--- src/rtl/vbs_pkg.sv ---
package vbs_pkg;

  typedef struct packed {
    logic bus_en;
    logic vid_sel;
    logic phase;
    logic load;
  } strobe_t;

  localparam strobe_t STROBE_IDLE = '{bus_en: 1'b0, vid_sel: 1'b1, phase: 1'b0, load: 1'b0};

endpackage

--- src/rtl/vbs_step_counter.sv ---
module vbs_step_counter #(
  parameter int STEPS     = 8,
  parameter int LOAD_STEP = 1,
  parameter bit PRESET_TC = 1'b0
) (
  input  logic                     clk,
  input  logic                     rst,
  output logic [$clog2(STEPS)-1:0] step_next,
  output logic                     load_next
);
  localparam int STEP_W = $clog2(STEPS);

  generate
    if (PRESET_TC) begin : g_preset
      // Counter runs from 1000 up to all ones and then reloads 1000.
      // The offset puts the all-ones state on LOAD_STEP.
      localparam int                  CNT_W    = STEP_W + 1;
      localparam logic [CNT_W-1:0]    PRESET   = CNT_W'(1) << STEP_W;
      localparam logic [CNT_W-1:0]    TERM     = '1;
      localparam logic [STEP_W-1:0]   OFS      = STEP_W'(LOAD_STEP + 1);
      localparam logic [CNT_W-1:0]    RST_CNT  = PRESET | CNT_W'(STEP_W'(STEPS - LOAD_STEP - 1));
      localparam logic [CNT_W-1:0]    ONE      = CNT_W'(1);

      logic [CNT_W-1:0] cnt_q;
      logic [CNT_W-1:0] cnt_d;

      always_comb begin
        if (rst)                cnt_d = RST_CNT;
        else if (cnt_q == TERM) cnt_d = PRESET;
        else                    cnt_d = cnt_q + ONE;
      end

      always_ff @(posedge clk) begin
        cnt_q <= cnt_d;
      end

      assign step_next = cnt_d[STEP_W-1:0] + OFS;
      assign load_next = (cnt_d == TERM);
    end else begin : g_binary
      localparam logic [STEP_W-1:0] ONE   = STEP_W'(1);
      localparam logic [STEP_W-1:0] LSTEP = STEP_W'(LOAD_STEP);

      logic [STEP_W-1:0] step_q;

      always_ff @(posedge clk) begin
        step_q <= step_next;
      end

      assign step_next = rst ? '0 : step_q + ONE;
      assign load_next = (step_next == LSTEP);
    end
  endgenerate

endmodule

--- src/rtl/vbs_strobe_dec.sv ---
module vbs_strobe_dec
  import vbs_pkg::*;
#(
  parameter int STEPS     = 8,
  parameter int VID_STEPS = 2
) (
  input  logic                     clk,
  input  logic                     rst,
  input  logic [$clog2(STEPS)-1:0] step_next,
  input  logic                     load_next,
  output strobe_t                  strb
);
  localparam int                STEP_W  = $clog2(STEPS);
  localparam logic [STEP_W-1:0] VID_END = STEP_W'(VID_STEPS);
  localparam logic [STEP_W-1:0] PH_STEP = STEP_W'(STEPS / 2);

  // Decode the step about to begin, so every strobe leaves a flip-flop.
  always_ff @(posedge clk) begin
    if (rst) begin
      strb <= STROBE_IDLE;
    end else begin
      strb.vid_sel <= (step_next <  VID_END);
      strb.bus_en  <= (step_next >= VID_END);
      strb.phase   <= (step_next >= PH_STEP);
      strb.load    <= load_next;
    end
  end

endmodule

--- src/rtl/vbs_pixel_shifter.sv ---
module vbs_pixel_shifter #(
  parameter int DATA_W = 8
) (
  input  logic              clk,
  input  logic              rst,
  input  logic              load,
  input  logic [DATA_W-1:0] din,
  output logic              pix
);
  logic [DATA_W-1:0] sr_q;

  // One control: capture while load is high, otherwise shift toward the MSB.
  always_ff @(posedge clk) begin
    if (rst)       sr_q <= '0;
    else if (load) sr_q <= din;
    else           sr_q <= {sr_q[DATA_W-2:0], 1'b0};
  end

  assign pix = sr_q[DATA_W-1];

endmodule

--- src/rtl/vidbus_seq.sv ---
module vidbus_seq
  import vbs_pkg::*;
#(
  parameter int STEPS     = 8,
  parameter int VID_STEPS = 2,
  parameter int LOAD_STEP = 1,
  parameter int DATA_W    = 8,
  parameter bit PRESET_TC = 1'b0
) (
  input  logic              clk,
  input  logic              rst,
  input  logic [DATA_W-1:0] vdata,
  output logic              bus_en,
  output logic              vid_sel,
  output logic              cpu_phase,
  output logic              shift_load,
  output logic              pixel
);
  localparam int STEP_W = $clog2(STEPS);

  logic [STEP_W-1:0] step_next;
  logic              load_next;
  strobe_t           strb;

  vbs_step_counter #(
    .STEPS    (STEPS),
    .LOAD_STEP(LOAD_STEP),
    .PRESET_TC(PRESET_TC)
  ) u_cnt (
    .clk      (clk),
    .rst      (rst),
    .step_next(step_next),
    .load_next(load_next)
  );

  vbs_strobe_dec #(
    .STEPS    (STEPS),
    .VID_STEPS(VID_STEPS)
  ) u_dec (
    .clk      (clk),
    .rst      (rst),
    .step_next(step_next),
    .load_next(load_next),
    .strb     (strb)
  );

  vbs_pixel_shifter #(
    .DATA_W(DATA_W)
  ) u_shf (
    .clk (clk),
    .rst (rst),
    .load(strb.load),
    .din (vdata),
    .pix (pixel)
  );

  assign bus_en     = strb.bus_en;
  assign vid_sel    = strb.vid_sel;
  assign cpu_phase  = strb.phase;
  assign shift_load = strb.load;

endmodule

--- config.mk ---
export PLATFORM = sky130hd
export DESIGN_NAME = vidbus_seq
export DESIGN_NICKNAME = d
export VERILOG_FILES = /design/src/rtl/vbs_pkg.sv /design/src/rtl/vbs_step_counter.sv /design/src/rtl/vbs_strobe_dec.sv /design/src/rtl/vbs_pixel_shifter.sv /design/src/rtl/vidbus_seq.sv
export SDC_FILE = /design/constraint.sdc
export NUM_CORES = 1
export LEC_CHECK = 0
export BUFFER_PORTS_ARGS = -buffer_cell sky130_fd_sc_hd__buf_2
export CORE_AREA = 2 2 39 41
export CTS_BUF_LIST = sky130_fd_sc_hd__clkbuf_8
export DETAILED_ROUTE_END_ITERATION = 10
export DIE_AREA = 0 0 41 43
export REMOVE_ABC_BUFFERS = 1
export SLEW_MARGIN = 20
export SYNTH_ARGS = -nofsm -noshare
export SYNTH_HDL_FRONTEND = slang
export SYNTH_SLANG_ARGS = --single-unit
--- constraint.sdc ---
create_clock -name clk -period 1.2 [get_ports clk]
set_input_delay 0.06 -clock clk [delete_from_list [all_inputs] [get_ports clk]]
set_output_delay 0.06 -clock clk [all_outputs]
set_load 0.02 [all_outputs]
==> run summary <==
The flow ran to the end, and the final reports show no timing, DRC or antenna violations. In the post-synthesis netlist, the biggest area contributors are sky130_fd_sc_hd__dfxtp_1 (62%), sky130_fd_sc_hd__mux2i_1 (14%), sky130_fd_sc_hd__nor2_1 (8.5%), sky130_fd_sc_hd__xnor2_2 (3.4%), sky130_fd_sc_hd__ha_1 (2.6%). Clock tree synthesis found a total of 15 sinks. The total core area came out at 0.00138 mm^2. The number of max-slew violations in the final report is 0. The critical path's largest stage delay is 310 ps. The slew of the pin with the lowest slew margin came out at 234 ps. The antenna violation net count after detailed routing is 0.

In the synthesized netlist the dominant register cell turns out to be sky130_fd_sc_hd__dfxtp_1. The max-cap violation count is 0. The arrival time at the worst endpoint came out at 1220 ps. The overall die width is 41 um. The tightest min-delay check is of the in -> reg type. Buffers inserted during clock tree synthesis total 3. The number of warning messages in the yosys log came out at 0.

The number of global-route vias before repair is 269. After detailed routing, the total wire length is 758 um. The clock transition at the register clock pins on the worst setup and hold paths after CTS came out at 60 ps.

The global-route usage over all layers is 10.3%. For met2 alone, demand over resource in global routing was 13.1%. For this design the ratio of total power to cell area is 1780 mW/mm^2. The synthesized design contains 0 enable-type register cells.

The number of filler cells placed in the layout came out at 143. The maximum number of buffers from clock root to sink is 2. Counting flops with an async set or reset pin after synthesis yields a share of 0%. The height of the die came out at 43 um. The element type at the critical path end is a flip-flop. The worst-path maximum fanout is 5. The number of antenna diodes in the final layout is 0. The H-tree depth is 1. The iteration count of the initial detailed-routing pass came out at 4.

The summed instance area of the synthesized netlist is 484 um^2. Setup repair after global routing left no endpoint under its margin. In this run the tightest slew margin relative to its limit is 84.3%.

At the worst endpoint, the required time is 1390 ps. The overall overflow remaining after global route came out at 0. Counting instances in the post-synthesis netlist gives the leading cell types as sky130_fd_sc_hd__dfxtp_1 (15), sky130_fd_sc_hd__nor2_1 (11), sky130_fd_sc_hd__mux2i_1 (7). The area share of the largest cell type after synthesis came out at 62.0%. The number of nets in the finished design came out at 71. Buffers inserted to repair hold after CTS numbered 0. The starting density of the core is 35.0%. The number of buffers and inverters on the critical path came out at 0.

For this run, the top clock speed supported by timing is 976 MHz. The met1 track demand over resource came out at 11.8%. The area used by multi-input combinational logic came out at 168 um^2. The iteration-0 DRC count of the detailed router came out at 3.

On the critical path the largest part of the delay comes from flip-flops. The number of rows in the core area is 14. The synthesis-stage register bit count is 15. The number of antenna violations at the first check in global routing came to 0. The final critical-path required period is 1020 ps.

STA classifies the critical path startpoint as a flip-flop. Using the TritonRoute via totals, the vias-per-cell ratio works out to 4.29. The share of synthesized area occupied by flip-flops and latches is 62.0%.

The share of the clock period used by the worst path after layout is 85.3%. Detailed placement ended at an HPWL of 507 um. Summing over every cut layer, the via total after detailed routing is 322. The wire length of the first global-routing pass came out at 1120 um. The critical path is of the reg -> reg type. The highest-delay cell along the critical path is sky130_fd_sc_hd__dfxtp_1. In the global route stage, met3 resource usage came out at 3.14%.

The total power consumption of the routed design came out at 1.10 mW. Walking the worst path, the cells encountered are ha_1 -> xnor2_2 -> and3_1. After detailed routing, the number of remaining DRC violations is 0. The synthesized instance count came out at 42. The library cell with the highest instance count after synthesis is sky130_fd_sc_hd__dfxtp_1.

For the final database, setup skew stands at 1.15 ps. The final-layout setup total negative slack came out at 0 ps. The per-cell routed wire length is 10.1 um. The root buffer cell chosen for the clock tree is sky130_fd_sc_hd__clkbuf_8. The synthesized area divided by synthesized cell count is 11.5 um^2.

The layer flagged by global routing as most heavily used is met2. The number of post-CTS setup repair buffers came out at 0. Setup violations remaining at the end of the flow were counted as 0. The placer's final routability congestion estimate is 0.650.

The largest vdd supply drop came out at 0.000748 V. The number of gates resized after cts is 0. The clock latency at the later pin of the worst-skew pair came out at 240 ps. The post-synthesis to final-layout area growth is 27.1%.

In this run the count of I/O pins placed on the die edge is 15. The die area came out at 0.00176 mm^2. The sequential cell area came out at 300 um^2.

The largest net degree at the start of global routing came out at 15. The share of layout cells above drive strength 1 is 33.9%. The final hold violation count came out at 0.

The clock tree from TritonCTS is built. Summed over all instances, the cell type with the most area after synthesis is sky130_fd_sc_hd__dfxtp_1. The number of library cell types mapped by synthesis is 12. The number of port buffers is 14.

The leakage power summed over all cells came out at 0.288 nW.
area by class of cell:
class | count | share of cell area, %
clock buffer | 3 | 6.71
inverter | 1 | 0.610
sequential | 15 | 48.8
tap | 16 | 3.25
clock inverter | 1 | 0.813
multi-input combinational | 24 | 27.2
timing repair buffer | 15 | 12.6
cells by family after synthesis:
logic type,share of synthesized area (%)
flip-flops,62.0
buffers and inverters,3.36
AO/OA/AOI/OAI,2.58
AND/OR/NAND/NOR,11.6
multiplexers,14.5
adder cells (fa/ha/maj),2.58
XOR/XNOR,3.36
tightest hold or removal path, delay by kind of cell:
| kind | cells | cell delay (ps) |
|---|---|---|
| buf+inv | 1 | 70 |
| simple gates | 1 | 70 |
| mux | 1 | 50 |
per-layer routing:
layer  vias up  routed length, um
li1        168                  -
met1       143                379
met2         9                328
met3         2                 35
met4         0                 14
met5         -                  0
final timing paths:
path	start	endpoint	slack, ps	depth (start not counted)
setup reg to reg	u_cnt.g_binary.step_q[0]$_DFF_P_	u_dec.strb[0]$_SDFF_PP0_	180	3
setup / recovery	u_cnt.g_binary.step_q[0]$_DFF_P_	u_dec.strb[0]$_SDFF_PP0_	180	3
hold / removal	vdata[3]	u_shf.sr_q[3]$_SDFF_PP0_	50	3
hold reg to reg	u_cnt.g_binary.step_q[0]$_DFF_P_	u_cnt.g_binary.step_q[0]$_DFF_P_	440	1
per-stage QoR:
stage | std cells | hold WS (ps) | cell area [um^2] | utilization [%] | worst slack [ps]
global route | 75 | 50.0 | 616 | 44.5 | 120
floorplan | 40 | 127 | 472 | - | 185
global placement | 71 | 294 | 569 | 41.1 | 229
detailed placement | 71 | 304 | 569 | 41.1 | 187
CTS | 75 | 45.4 | 616 | 44.5 | 179
finish | 75 | 45.2 | 616 | 44.5 | 176
power breakdown:
part | internal (mW) | leakage [nW] | total [mW] | switching [mW]
Clock | 0.230 | 0.0255 | 0.406 | 0.176
Combinational | 0.0640 | 0.140 | 0.141 | 0.0773
Sequential | 0.538 | 0.123 | 0.551 | 0.0122
flip-flops by register name (all words and copies together), names as in the netlist:
name                   cells
u_shf.sr_q                 8
u_dec.strb                 4
u_cnt.g_binary.step_q      3
layout by cell type (no fill, tap or decap), drive strengths merged:
| cell type | Yosys | layout |
|---|---|---|
| dfxtp | 15 | 15 |
| xnor2 | 1 | 1 |
| and3 | 1 | 1 |
| a21oi | 1 | 1 |
| ha | 1 | 1 |
| nor2 | 11 | 11 |
| and3b | 1 | 1 |
| inv | 1 | 1 |
| buf | 2 | 15 |
| clkinv | 0 | 1 |
| mux2i | 7 | 7 |
| a21o | 1 | 1 |
| clkbuf | 0 | 3 |
Note: power is estimated with default switching activity, not from simulation.
